[src/rtl/rxq_pkg.sv]
package rxq_pkg;
  parameter int DATA_W = 8;

  typedef struct packed {
    logic              brk;
    logic              frm;
    logic              par;
    logic [DATA_W-1:0] data;
  } rxq_entry_t;
endpackage

[src/rtl/rxq_store.sv]
module rxq_store
  import rxq_pkg::*;
#(
  parameter int DEPTH = 16,
  localparam int AW = $clog2(DEPTH),
  localparam int CW = $clog2(DEPTH + 1)
) (
  input  logic          clk,
  input  logic          rst_n,
  input  logic          wr_ok,
  input  logic          rd_ok,
  input  logic          clr,
  input  rxq_entry_t    wr_entry,
  output rxq_entry_t    rd_entry,
  output logic [CW-1:0] cnt,
  output logic [CW-1:0] cnt_nxt
);
  rxq_entry_t    mem [DEPTH];
  logic [AW-1:0] wr_ptr, wr_ptr_nxt;
  logic [AW-1:0] rd_ptr, rd_ptr_nxt;

  function automatic logic [AW-1:0] bump(input logic [AW-1:0] p);
    return (p == AW'(DEPTH - 1)) ? '0 : p + 1'b1;
  endfunction

  always_comb begin
    wr_ptr_nxt = wr_ptr;
    rd_ptr_nxt = rd_ptr;
    cnt_nxt    = cnt;
    if (clr) begin
      wr_ptr_nxt = '0;
      rd_ptr_nxt = '0;
      cnt_nxt    = '0;
    end else begin
      if (wr_ok) wr_ptr_nxt = bump(wr_ptr);
      if (rd_ok) rd_ptr_nxt = bump(rd_ptr);
      case ({wr_ok, rd_ok})
        2'b10:   cnt_nxt = cnt + 1'b1;
        2'b01:   cnt_nxt = cnt - 1'b1;
        default: cnt_nxt = cnt;
      endcase
    end
  end

  always_ff @(posedge clk or negedge rst_n) begin
    if (!rst_n) begin
      wr_ptr <= '0;
      rd_ptr <= '0;
      cnt    <= '0;
    end else begin
      wr_ptr <= wr_ptr_nxt;
      rd_ptr <= rd_ptr_nxt;
      cnt    <= cnt_nxt;
    end
  end

  // One storage row per slot; the slot takes the character when it is the write target.
  for (genvar g = 0; g < DEPTH; g++) begin : g_slot
    logic slot_we;
    assign slot_we = wr_ok && !clr && (wr_ptr == AW'(g));
    always_ff @(posedge clk) begin
      if (slot_we) mem[g] <= wr_entry;
    end
  end

  assign rd_entry = mem[rd_ptr];

  AST_CNT_BOUND: assert property (@(posedge clk) disable iff (!rst_n)
    cnt <= CW'(DEPTH));

  AST_POP_MOVES: assert property (@(posedge clk) disable iff (!rst_n)
    (rd_ok && !wr_ok && !clr) |=> (cnt == $past(cnt) - 1'b1));
endmodule

[src/rtl/rxq_ctrl.sv]
module rxq_ctrl #(
  parameter int DEPTH = 16,
  localparam int CW = $clog2(DEPTH + 1)
) (
  input  logic          clk,
  input  logic          rst_n,
  input  logic          wr_en,
  input  logic          rd_en,
  input  logic          fifo_en,
  input  logic          clr,
  input  logic          ovr_ack,
  input  logic [CW-1:0] cnt,
  output logic          wr_ok,
  output logic          rd_ok,
  output logic          ovr_q
);
  logic [CW-1:0] limit;
  logic          drop;
  logic          ovr_nxt;

  assign limit = fifo_en ? CW'(DEPTH) : CW'(1);

  always_comb begin
    rd_ok   = rd_en && (cnt != '0) && !clr;
    wr_ok   = wr_en && !clr && ((cnt < limit) || rd_ok);
    drop    = wr_en && !clr && !wr_ok;
    ovr_nxt = (ovr_q && !ovr_ack) || drop;
  end

  always_ff @(posedge clk or negedge rst_n) begin
    if (!rst_n) ovr_q <= 1'b0;
    else        ovr_q <= ovr_nxt;
  end

  AST_EMPTY_READ_IDLE: assert property (@(posedge clk) disable iff (!rst_n)
    (cnt == '0 && rd_en && !wr_en && !clr) |=> (cnt == '0));
endmodule

[src/rtl/rxq_ready.sv]
module rxq_ready #(
  parameter int DEPTH  = 16,
  parameter int TRIG_0 = 1,
  parameter int TRIG_1 = 4,
  parameter int TRIG_2 = 8,
  parameter int TRIG_3 = 14,
  localparam int CW = $clog2(DEPTH + 1)
) (
  input  logic          clk,
  input  logic          rst_n,
  input  logic          fifo_en,
  input  logic          clr,
  input  logic [1:0]    trig_sel,
  input  logic [CW-1:0] cnt,
  input  logic [CW-1:0] cnt_nxt,
  output logic          irq,
  output logic          rdy_n
);
  logic [CW-1:0] thr;
  logic          rdy_q, rdy_nxt;

  always_comb begin
    case (trig_sel)
      2'd0:    thr = CW'(TRIG_0);
      2'd1:    thr = CW'(TRIG_1);
      2'd2:    thr = CW'(TRIG_2);
      default: thr = CW'(TRIG_3);
    endcase
  end

  always_comb begin
    if (clr)                 rdy_nxt = 1'b0;
    else if (!fifo_en)       rdy_nxt = (cnt_nxt != '0);
    else if (cnt_nxt >= thr) rdy_nxt = 1'b1;
    else if (cnt_nxt == '0)  rdy_nxt = 1'b0;
    else                     rdy_nxt = rdy_q;
  end

  always_ff @(posedge clk or negedge rst_n) begin
    if (!rst_n) rdy_q <= 1'b0;
    else        rdy_q <= rdy_nxt;
  end

  assign rdy_n = ~rdy_q;
  assign irq   = fifo_en ? (cnt >= thr) : (cnt != '0);

  AST_RDY_RELEASE_EMPTY: assert property (@(posedge clk) disable iff (!rst_n)
    (fifo_en && $past(fifo_en) && !$past(clr) && $rose(rdy_n)) |-> (cnt == '0));

  AST_RDY_AT_TRIG: assert property (@(posedge clk) disable iff (!rst_n)
    (fifo_en && $past(fifo_en) && !$past(clr) && cnt >= thr && $stable(trig_sel)) |-> !rdy_n);
endmodule

[src/rtl/rxq_dma_top.sv]
module rxq_dma_top
  import rxq_pkg::*;
#(
  parameter int DEPTH  = 16,
  parameter int TRIG_0 = 1,
  parameter int TRIG_1 = 4,
  parameter int TRIG_2 = 8,
  parameter int TRIG_3 = 14,
  localparam int CW = $clog2(DEPTH + 1)
) (
  input  logic              clk,
  input  logic              rst_n,
  input  logic              wr_en,
  input  logic [DATA_W-1:0] wr_data,
  input  logic              wr_par,
  input  logic              wr_frm,
  input  logic              wr_brk,
  input  logic              rd_en,
  input  logic              fifo_en,
  input  logic [1:0]        trig_sel,
  input  logic              fifo_clr,
  input  logic              ovr_ack,
  output logic [DATA_W-1:0] rd_data,
  output logic              rd_par,
  output logic              rd_frm,
  output logic              rd_brk,
  output logic [CW-1:0]     fill_cnt,
  output logic              empty,
  output logic              trig_irq,
  output logic              rdy_n,
  output logic              ovr_flag
);
  logic          wr_ok, rd_ok;
  logic [CW-1:0] cnt, cnt_nxt;
  rxq_entry_t    wr_entry, rd_entry;

  assign wr_entry = '{brk: wr_brk, frm: wr_frm, par: wr_par, data: wr_data};

  rxq_ctrl #(.DEPTH(DEPTH)) u_ctrl (
    .clk(clk), .rst_n(rst_n), .wr_en(wr_en), .rd_en(rd_en), .fifo_en(fifo_en),
    .clr(fifo_clr), .ovr_ack(ovr_ack), .cnt(cnt), .wr_ok(wr_ok), .rd_ok(rd_ok),
    .ovr_q(ovr_flag)
  );

  rxq_store #(.DEPTH(DEPTH)) u_store (
    .clk(clk), .rst_n(rst_n), .wr_ok(wr_ok), .rd_ok(rd_ok), .clr(fifo_clr),
    .wr_entry(wr_entry), .rd_entry(rd_entry), .cnt(cnt), .cnt_nxt(cnt_nxt)
  );

  rxq_ready #(
    .DEPTH(DEPTH), .TRIG_0(TRIG_0), .TRIG_1(TRIG_1), .TRIG_2(TRIG_2), .TRIG_3(TRIG_3)
  ) u_ready (
    .clk(clk), .rst_n(rst_n), .fifo_en(fifo_en), .clr(fifo_clr), .trig_sel(trig_sel),
    .cnt(cnt), .cnt_nxt(cnt_nxt), .irq(trig_irq), .rdy_n(rdy_n)
  );

  assign rd_data  = rd_entry.data;
  assign rd_par   = rd_entry.par;
  assign rd_frm   = rd_entry.frm;
  assign rd_brk   = rd_entry.brk;
  assign fill_cnt = cnt;
  assign empty    = (cnt == '0);

  AST_FULL_DROP: assert property (@(posedge clk) disable iff (!rst_n)
    (fifo_en && fill_cnt == CW'(DEPTH) && wr_en && !rd_en && !fifo_clr)
      |=> (fill_cnt == CW'(DEPTH) && ovr_flag));

  AST_CLR_IDLE: assert property (@(posedge clk) disable iff (!rst_n)
    fifo_clr |=> (fill_cnt == '0 && rdy_n && empty));

  AST_RW_FULL_HOLD: assert property (@(posedge clk) disable iff (!rst_n)
    (fill_cnt == CW'(DEPTH) && wr_en && rd_en && !fifo_clr) |=> (fill_cnt == CW'(DEPTH)));

  AST_SINGLE_READY: assert property (@(posedge clk) disable iff (!rst_n)
    (!fifo_en && !$past(fifo_en) && !$past(fifo_clr)) |-> (rdy_n == (fill_cnt == '0)));
endmodule

[config.mk]
export PLATFORM = sky130hd
export DESIGN_NAME = rxq_dma_top
export DESIGN_NICKNAME = d
export VERILOG_FILES = /design/src/rtl/rxq_pkg.sv /design/src/rtl/rxq_store.sv /design/src/rtl/rxq_ctrl.sv /design/src/rtl/rxq_ready.sv /design/src/rtl/rxq_dma_top.sv
export SDC_FILE = /design/constraint.sdc
export NUM_CORES = 1
export LEC_CHECK = 0
export BUFFER_PORTS_ARGS = -buffer_cell sky130_fd_sc_hd__buf_2
export CAP_MARGIN = 10
export CORE_ASPECT_RATIO = 2
export CORE_MARGIN = 4
export CORE_UTILIZATION = 55
export CTS_CLUSTER_DIAMETER = 60
export DETAILED_ROUTE_END_ITERATION = 12
export PLACE_DENSITY = 0.79
export SLEW_MARGIN = 20
export SYNTH_ARGS = -nofsm -noshare
export SYNTH_HDL_FRONTEND = slang
export SYNTH_SLANG_ARGS = --single-unit
[constraint.sdc]
create_clock -name clk -period 8 [get_ports clk]
set_input_delay 2.4 -clock clk [delete_from_list [all_inputs] [get_ports clk]]
set_output_delay 2.4 -clock clk [all_outputs]
set_load 0.01 [all_outputs]
==> results of run 1 <==
## flip-flops by register name (all words and copies together) (netlist names)
signal	cells
u_store.rd_ptr	4
u_ready.rdy_q	1
u_store.mem	176
u_ctrl.ovr_q	1
u_store.wr_ptr	4
u_store.cnt	5
## critical path, stage by stage
cell      delay (ns)
buf_2           0.11
nor2_1          0.16
ha_1            0.25
nand2b_1        0.14
a21o_1          0.17
a21o_1          0.17
a211oi_1        0.20
o21ai_0         0.10
buf_2           0.15
## kinds of logic (layout without fill, tap and decap cells)
| kind of cell | after synthesis | in the layout | share of synthesized area, % |
|---|---|---|---|
| adder cells (fa/ha/maj) | 18 | 18 | 2.91 |
| buffers and inverters | 37 | 105 | 2.00 |
| multiplexers | 71 | 71 | 12.5 |
| AO/OA/AOI/OAI | 81 | 81 | 6.84 |
| AND/OR/NAND/NOR | 77 | 77 | 4.42 |
| XOR/XNOR | 6 | 6 | 0.656 |
| flip-flops | 191 | 191 | 70.7 |
## metal layers
layer	track usage, %	wire, um	up-vias
met3	3.67	913	51
met1	23.6	5890	2230
met2	38.5	9220	152
met4	12.4	735	0
met5	0	0	-
li1	-	-	1995
## layout by cell type (no fill, tap or decap), types with 5 or more instances in the layout
cell and count:
edfxtp_1 176, a21o_1 8, nand2b_1 5, a21oi_1 17
ha_1 17, nor2_1 25, o21ai_0 23, mux4_2 22
a221oi_1 11, a22oi_1 11, buf_4 19, buf_2 39
mux2i_1 38, clkbuf_16 17, inv_1 15, mux2_2 11
dfrtp_1 14, nand2_1 29
## power groups by stage
| stage | Clock [mW] | Combinational [mW] | Sequential (mW) |
|---|---|---|---|
| after floorplan | 0 | 0.422 | 1.17 |
| after global placement | 0 | 0.501 | 1.22 |
| after detailed placement | 0 | 0.518 | 1.22 |
| after CTS | 0.797 | 0.520 | 1.20 |
| after global routing | 0.839 | 0.562 | 1.21 |
| final | 0.786 | 0.514 | 1.20 |
## final cells by class
type                    instances  area [um^2]  area share [%]
flip-flops and latches        191         5660            62.5
multi-input cells             253         2210            24.4
clock buffers                  17          425            4.70
repair buffers                 58          338            3.73
well taps                     192          240            2.65
clock inverters                15          125            1.38
inverters                      15         56.3           0.622
## path summary, 6_finish.rpt
kind | to | start | slack (ns) | cells after the start
worst max-delay path | trig_irq | trig_sel[1] | 1.75 | 9
worst min-delay path | u_ctrl.ovr_q | u_ctrl.ovr_q | 0.57 | 2
worst max register to register | u_ready.rdy_q | u_store.cnt[1] | 4.64 | 11
worst min register to register | u_ctrl.ovr_q | u_ctrl.ovr_q | 0.57 | 2
max in group asynchronous | u_store.rd_ptr[0] | rst_n | 5.81 | 1
min in group asynchronous | u_store.wr_ptr[0] | rst_n | 1.88 | 1
==> out/qor.yml, run 1 <==
die:
  die_h_um: 179
  core_area_um2: 14400
  rows: 62
  start_util_pct: 55.8
  die_area_um2: 16700
  die_w_um: 93.3
  io_pins: 40
timing:
  worst_slack_ns: 1.75
  fin_skew_ns: 0.0120
  timing.setup.tns_ns: 0
  setup_viol_count_final: 0
  slew_headroom_pct: 38.7
  rsz0062_at_grt: "false"
  holdWs_ns: 0.566
  final.period_utilization_pct: 78.1
  hold_viol_final: 0
  max_freq_mhz: 160
  period_needed_ns: 6.25
  slew_viol_final: 0
  worst_pin_slew_ns: 0.920
power:
  p_leak_nw: 3.20
  p_comb_share_pct: 20.6
  power.density_nw_per_um2: 276
  vdd_drop_max_uv: 216
  pwr-share-seq_pct: 47.9
  pwr-share-clk_pct: 31.5
  total_power_mw: 2.50
  p_switching_uw: 712
  switching_share_pct: 28.5
  intPower_mw: 1.79
cells_and_area:
  utilization_pct: 63.1
  syn_to_final_growth_pct: 13.1
  fill_cells: 972
  fin_cells: 741
  antenna_cells: 0
  drive_gt1_share_pct: 24.4
  num-nets-final: 574
  fin_area_um2: 9060
place:
  placed_area_um2: 8510
  post-place-ws_ns: 1.74
  gp_congestion: 0.858
  dp_hpwl_um: 11100
  dp_cells: 709
  io_buffers: 39
global_route:
  grt_overflow_total: 0
  grt_max_degree: 37
  antenna_found_initial: 0
  grt_pass1_vias: 4685
  grt.total_usage_pct: 21.5
  grt_pass1_wl_um: 25800
critical_path:
  worstSetupStartpointType: "input port"
  crit_type: "input port to output pin"
  worst_ep_arrival_time_ns: 3.85
  endpoint_kind: "output pin"
  cp.required_ns: 5.60
  cp_max_fo: 3
routing:
  viasPerCell: 5.98
  drt_iter0_markers: 271
  post_drt_wl_per_cell_um: 22.6
  postRouteAntennaNets: 0
  firstDrtPassIters: 5
  wl_um: 16800
  drc: 0
  via_count: 4428
cts:
  cts_buffers: 17
  path_clk_slew_ns: 0.07
  cts-root-buf: "clkbuf_16"
  clock_path_buffers: 2
  clock_sinks: 191
  clk_latency_ns: 0.43
  postCtsSetupRepairBufs: 0
  hold_buffers: 0
  cts_resized: 0
  cts_max_level: 4
  cts_tree: "yes"
synth:
  yosys_warnings: 0
  synth.top_cells.by_count: "edfxtp_1, mux2i_1, nand2_1"
  synth_edf_count: 176
  ys_top_cells_by_area: "edfxtp_1, mux4_2, mux2i_1"
  synthCells: 481
  synth_cell_types: 42
  yosysTopAreaCell: "edfxtp_1"
  synth_nets: 519
  synth_area_um2: 8010
  synth-main-ff-cell: "edfxtp_1"
  synth_top_area_share_pct: 66.0
  ys_ff_latch: 191
  yosysMostFrequentCell: "edfxtp_1"
  async_reset_ff_share_pct: 7.85
  synth-seq-area-share_pct: 70.7
  avgSynthCellArea_um2: 16.6
outcome:
  status: "finished, final reports clean"
min_path:
  min-delay-path-class: "flop to flop"
job:
  maxCapViolations: 0
(Power assumes the default switching activity.)
==> run 2: changes to the inputs <==
- clock period: 8 -> 6.2 ns (I/O delays scaled with it)
==> out/qor.yml, run 2 (synthesis gave the netlist of run 1 again) <==
routing:
  via_count: 4466  # was 4428
  viasPerCell: 6.06  # was 5.98
  wl_um: 17300  # was 16800 um
  firstDrtPassIters: 5  # unchanged
  drc: 0  # unchanged
  post_drt_wl_per_cell_um: 23.5  # was 22.6 um
  postRouteAntennaNets: 0  # unchanged
  drt_iter0_markers: 385  # was 271
timing:
  timing.setup.tns_ns: 0  # unchanged
  hold_viol_final: 0  # unchanged
  worst_pin_slew_ns: 1.02  # was 0.920 ns
  slew_viol_final: 0  # unchanged
  rsz0062_at_grt: "false"  # unchanged
  slew_headroom_pct: 31.7  # was 38.7%
  fin_skew_ns: 0.0112  # was 0.0120 ns
  setup_viol_count_final: 0  # unchanged
  final.period_utilization_pct: 83.9
  period_needed_ns: 5.20
  max_freq_mhz: 192
critical_path:
  endpoint_kind: "output pin"  # unchanged
  cp.required_ns: 4.34  # was 5.60 ns
  timing.rr.end: "u_ready.rdy_q"  # unchanged
  worst_ep_arrival_time_ns: 3.34  # was 3.85 ns
  worstSetupStartpointType: "input port"  # unchanged
  rrSetupSlack_ns: 2.54  # was 4.64 ns
  cp_top_family: "compound AO/OA/AOI/OAI gates"  # unchanged
  ff2ff_path_depth: 11  # unchanged
  cp_cell_sequence: "buf_2 > nor2_1 > ha_1 > nand2b_1 > a21o_1 > a21o_1 > a211oi_1 > o21ai_0 > buf_2"  # unchanged
  worstSetupPathDepth: 9  # unchanged
  cp_slowest_cell: "ha_1"  # unchanged
  slowest_delay_ns: 0.25  # about the same
  cp_max_fo: 3  # unchanged
  worst-path-buf-inv: 2  # unchanged
  r2r-start: "u_store.cnt[1]"  # unchanged
  crit_type: "input port to output pin"  # unchanged
power:
  vdd_drop_max_uv: 439  # was 216 uV
  total_power_mw: 3.29  # was 2.50 mW
  p_leak_nw: 3.16  # was 3.20 nW
  power.density_nw_per_um2: 362  # was 276 nW/um^2
cts:
  cts_max_level: 4  # unchanged
  path_clk_slew_ns: 0.07  # about the same
  postCtsSetupRepairBufs: 0  # unchanged
  cts_resized: 0  # unchanged
  hold_buffers: 0  # unchanged
  cts_buffers: 17  # unchanged
  clock_path_buffers: 2  # unchanged
  cts-root-buf: "clkbuf_16"  # unchanged
  clock_sinks: 191  # unchanged
  cts_tree: "yes"  # unchanged
  clk_latency_ns: 0.43  # about the same
place:
  io_buffers: 39  # unchanged
  dp_hpwl_um: 11100  # about the same
  gp_congestion: 0.916  # was 0.858
die:
  die_area_um2: 16700  # unchanged
  die_w_um: 93.3  # unchanged
  core_area_um2: 14400  # unchanged
  die_h_um: 179  # unchanged
  start_util_pct: 55.8  # unchanged
  io_pins: 40  # unchanged
  rows: 62  # unchanged
cells_and_area:
  layout_commonest_cell: "edfxtp_1"  # unchanged
  num-nets-final: 570  # was 574
  final_cell_mix: "edfxtp_1, buf_2, mux2i_1"  # unchanged
  syn_to_final_growth_pct: 13.5  # was 13.1%
  antenna_cells: 0  # unchanged
  regMostFlops: "u_store.mem"  # unchanged
  fill_cells: 988  # was 972
  drive_gt1_share_pct: 23.9  # was 24.4%
  largest_reg_flops: 176  # unchanged
  top_regs: "u_store.mem: 176 flops, u_store.cnt: 5 flops"  # unchanged
min_path:
  hold-path-cell-count: 2  # unchanged
  hold_start: "u_ctrl.ovr_q"  # unchanged
  holdPathEnd: "u_ctrl.ovr_q"  # unchanged
  min-delay-path-class: "flop to flop"  # unchanged
global_route:
  grt_pass1_wl_um: 26900  # was 25800 um
  grt_overflow_total: 0  # unchanged
  grt_max_degree: 62  # was 37
  antenna_found_initial: 0  # unchanged
  grt_pass1_vias: 4812  # was 4685
  grt.total_usage_pct: 22.6  # was 21.5%
outcome:
  status: "finished, final reports clean"  # unchanged
job:
  maxCapViolations: 0  # unchanged
run 2: cell types whose count changed in the layout (fill, tap and decap cells not counted), sizes merged:
cell,delta
buf,-4
clkinv,-4
inv,-2
clkinvlp,+2
bufinv,+2
clkbuf,+2
run 2: metrics by stage:
stage                     hold slack [ns]  util (%)  area (um^2)  std cells  setup WS [ns]
after floorplan                     0.522         -         8010        481           1.31
after global placement              0.532      59.1         8480        705           1.05
after detailed placement            0.547      59.2         8500        705          0.997
after CTS                           0.557      63.3         9080        737          0.989
after global routing                0.602      63.3         9080        737          0.864
final                               0.561      63.3         9080        737           1.00
run 2: cell type report:
cell class | count | area (um^2) | share of cell area [%]
Multi-Input combinational cell | 253 | 2230 | 24.6
Tap cell | 192 | 240 | 2.64
Sequential cell | 191 | 5660 | 62.3
Clock inverter | 13 | 151 | 1.67
Clock buffer | 19 | 433 | 4.77
Timing Repair Buffer | 54 | 308 | 3.39
Inverter | 15 | 56.3 | 0.620
run 2: worst max path at each step:
| stage | startpoint | endpoint | slack (ns) |
|---|---|---|---|
| floorplan | trig_sel[1] | trig_irq | 1.31 |
| global placement | trig_sel[1] | trig_irq | 1.05 |
| detailed placement | trig_sel[1] | trig_irq | 1.0 |
| CTS | trig_sel[1] | trig_irq | 0.99 |
| global route | trig_sel[1] | trig_irq | 0.86 |
| finish | trig_sel[1] | trig_irq | 1.00 |
run 2: worst register-to-register path: stages, from the launching register on:
cell and delay [ns]:
dfrtp_1 0.48, or4_4 0.62, o21ai_4 0.23, nor2_1 0.09, nand2_1 0.12, fa_1 0.45, a211oi_1 0.49, ha_1 0.33
a21o_1 0.15, a21o_1 0.17, a21oi_1 0.26, o221ai_2 0.14
run 2: power by group:
group | internal, mW | total (mW) | switching [mW] | leakage, nW
sequential | 1.45 | 1.58 | 0.127 | 1.79
combinational | 0.331 | 0.641 | 0.310 | 1.10
clock | 0.602 | 1.07 | 0.470 | 0.272
run 2: per-layer routing:
layer  share of wire (%)  global-route usage [%]
met4                 4.9                    12.5
met3                 5.0                    4.22
met5                   0                       0
met2                  56                    40.3
met1                  34                    24.9
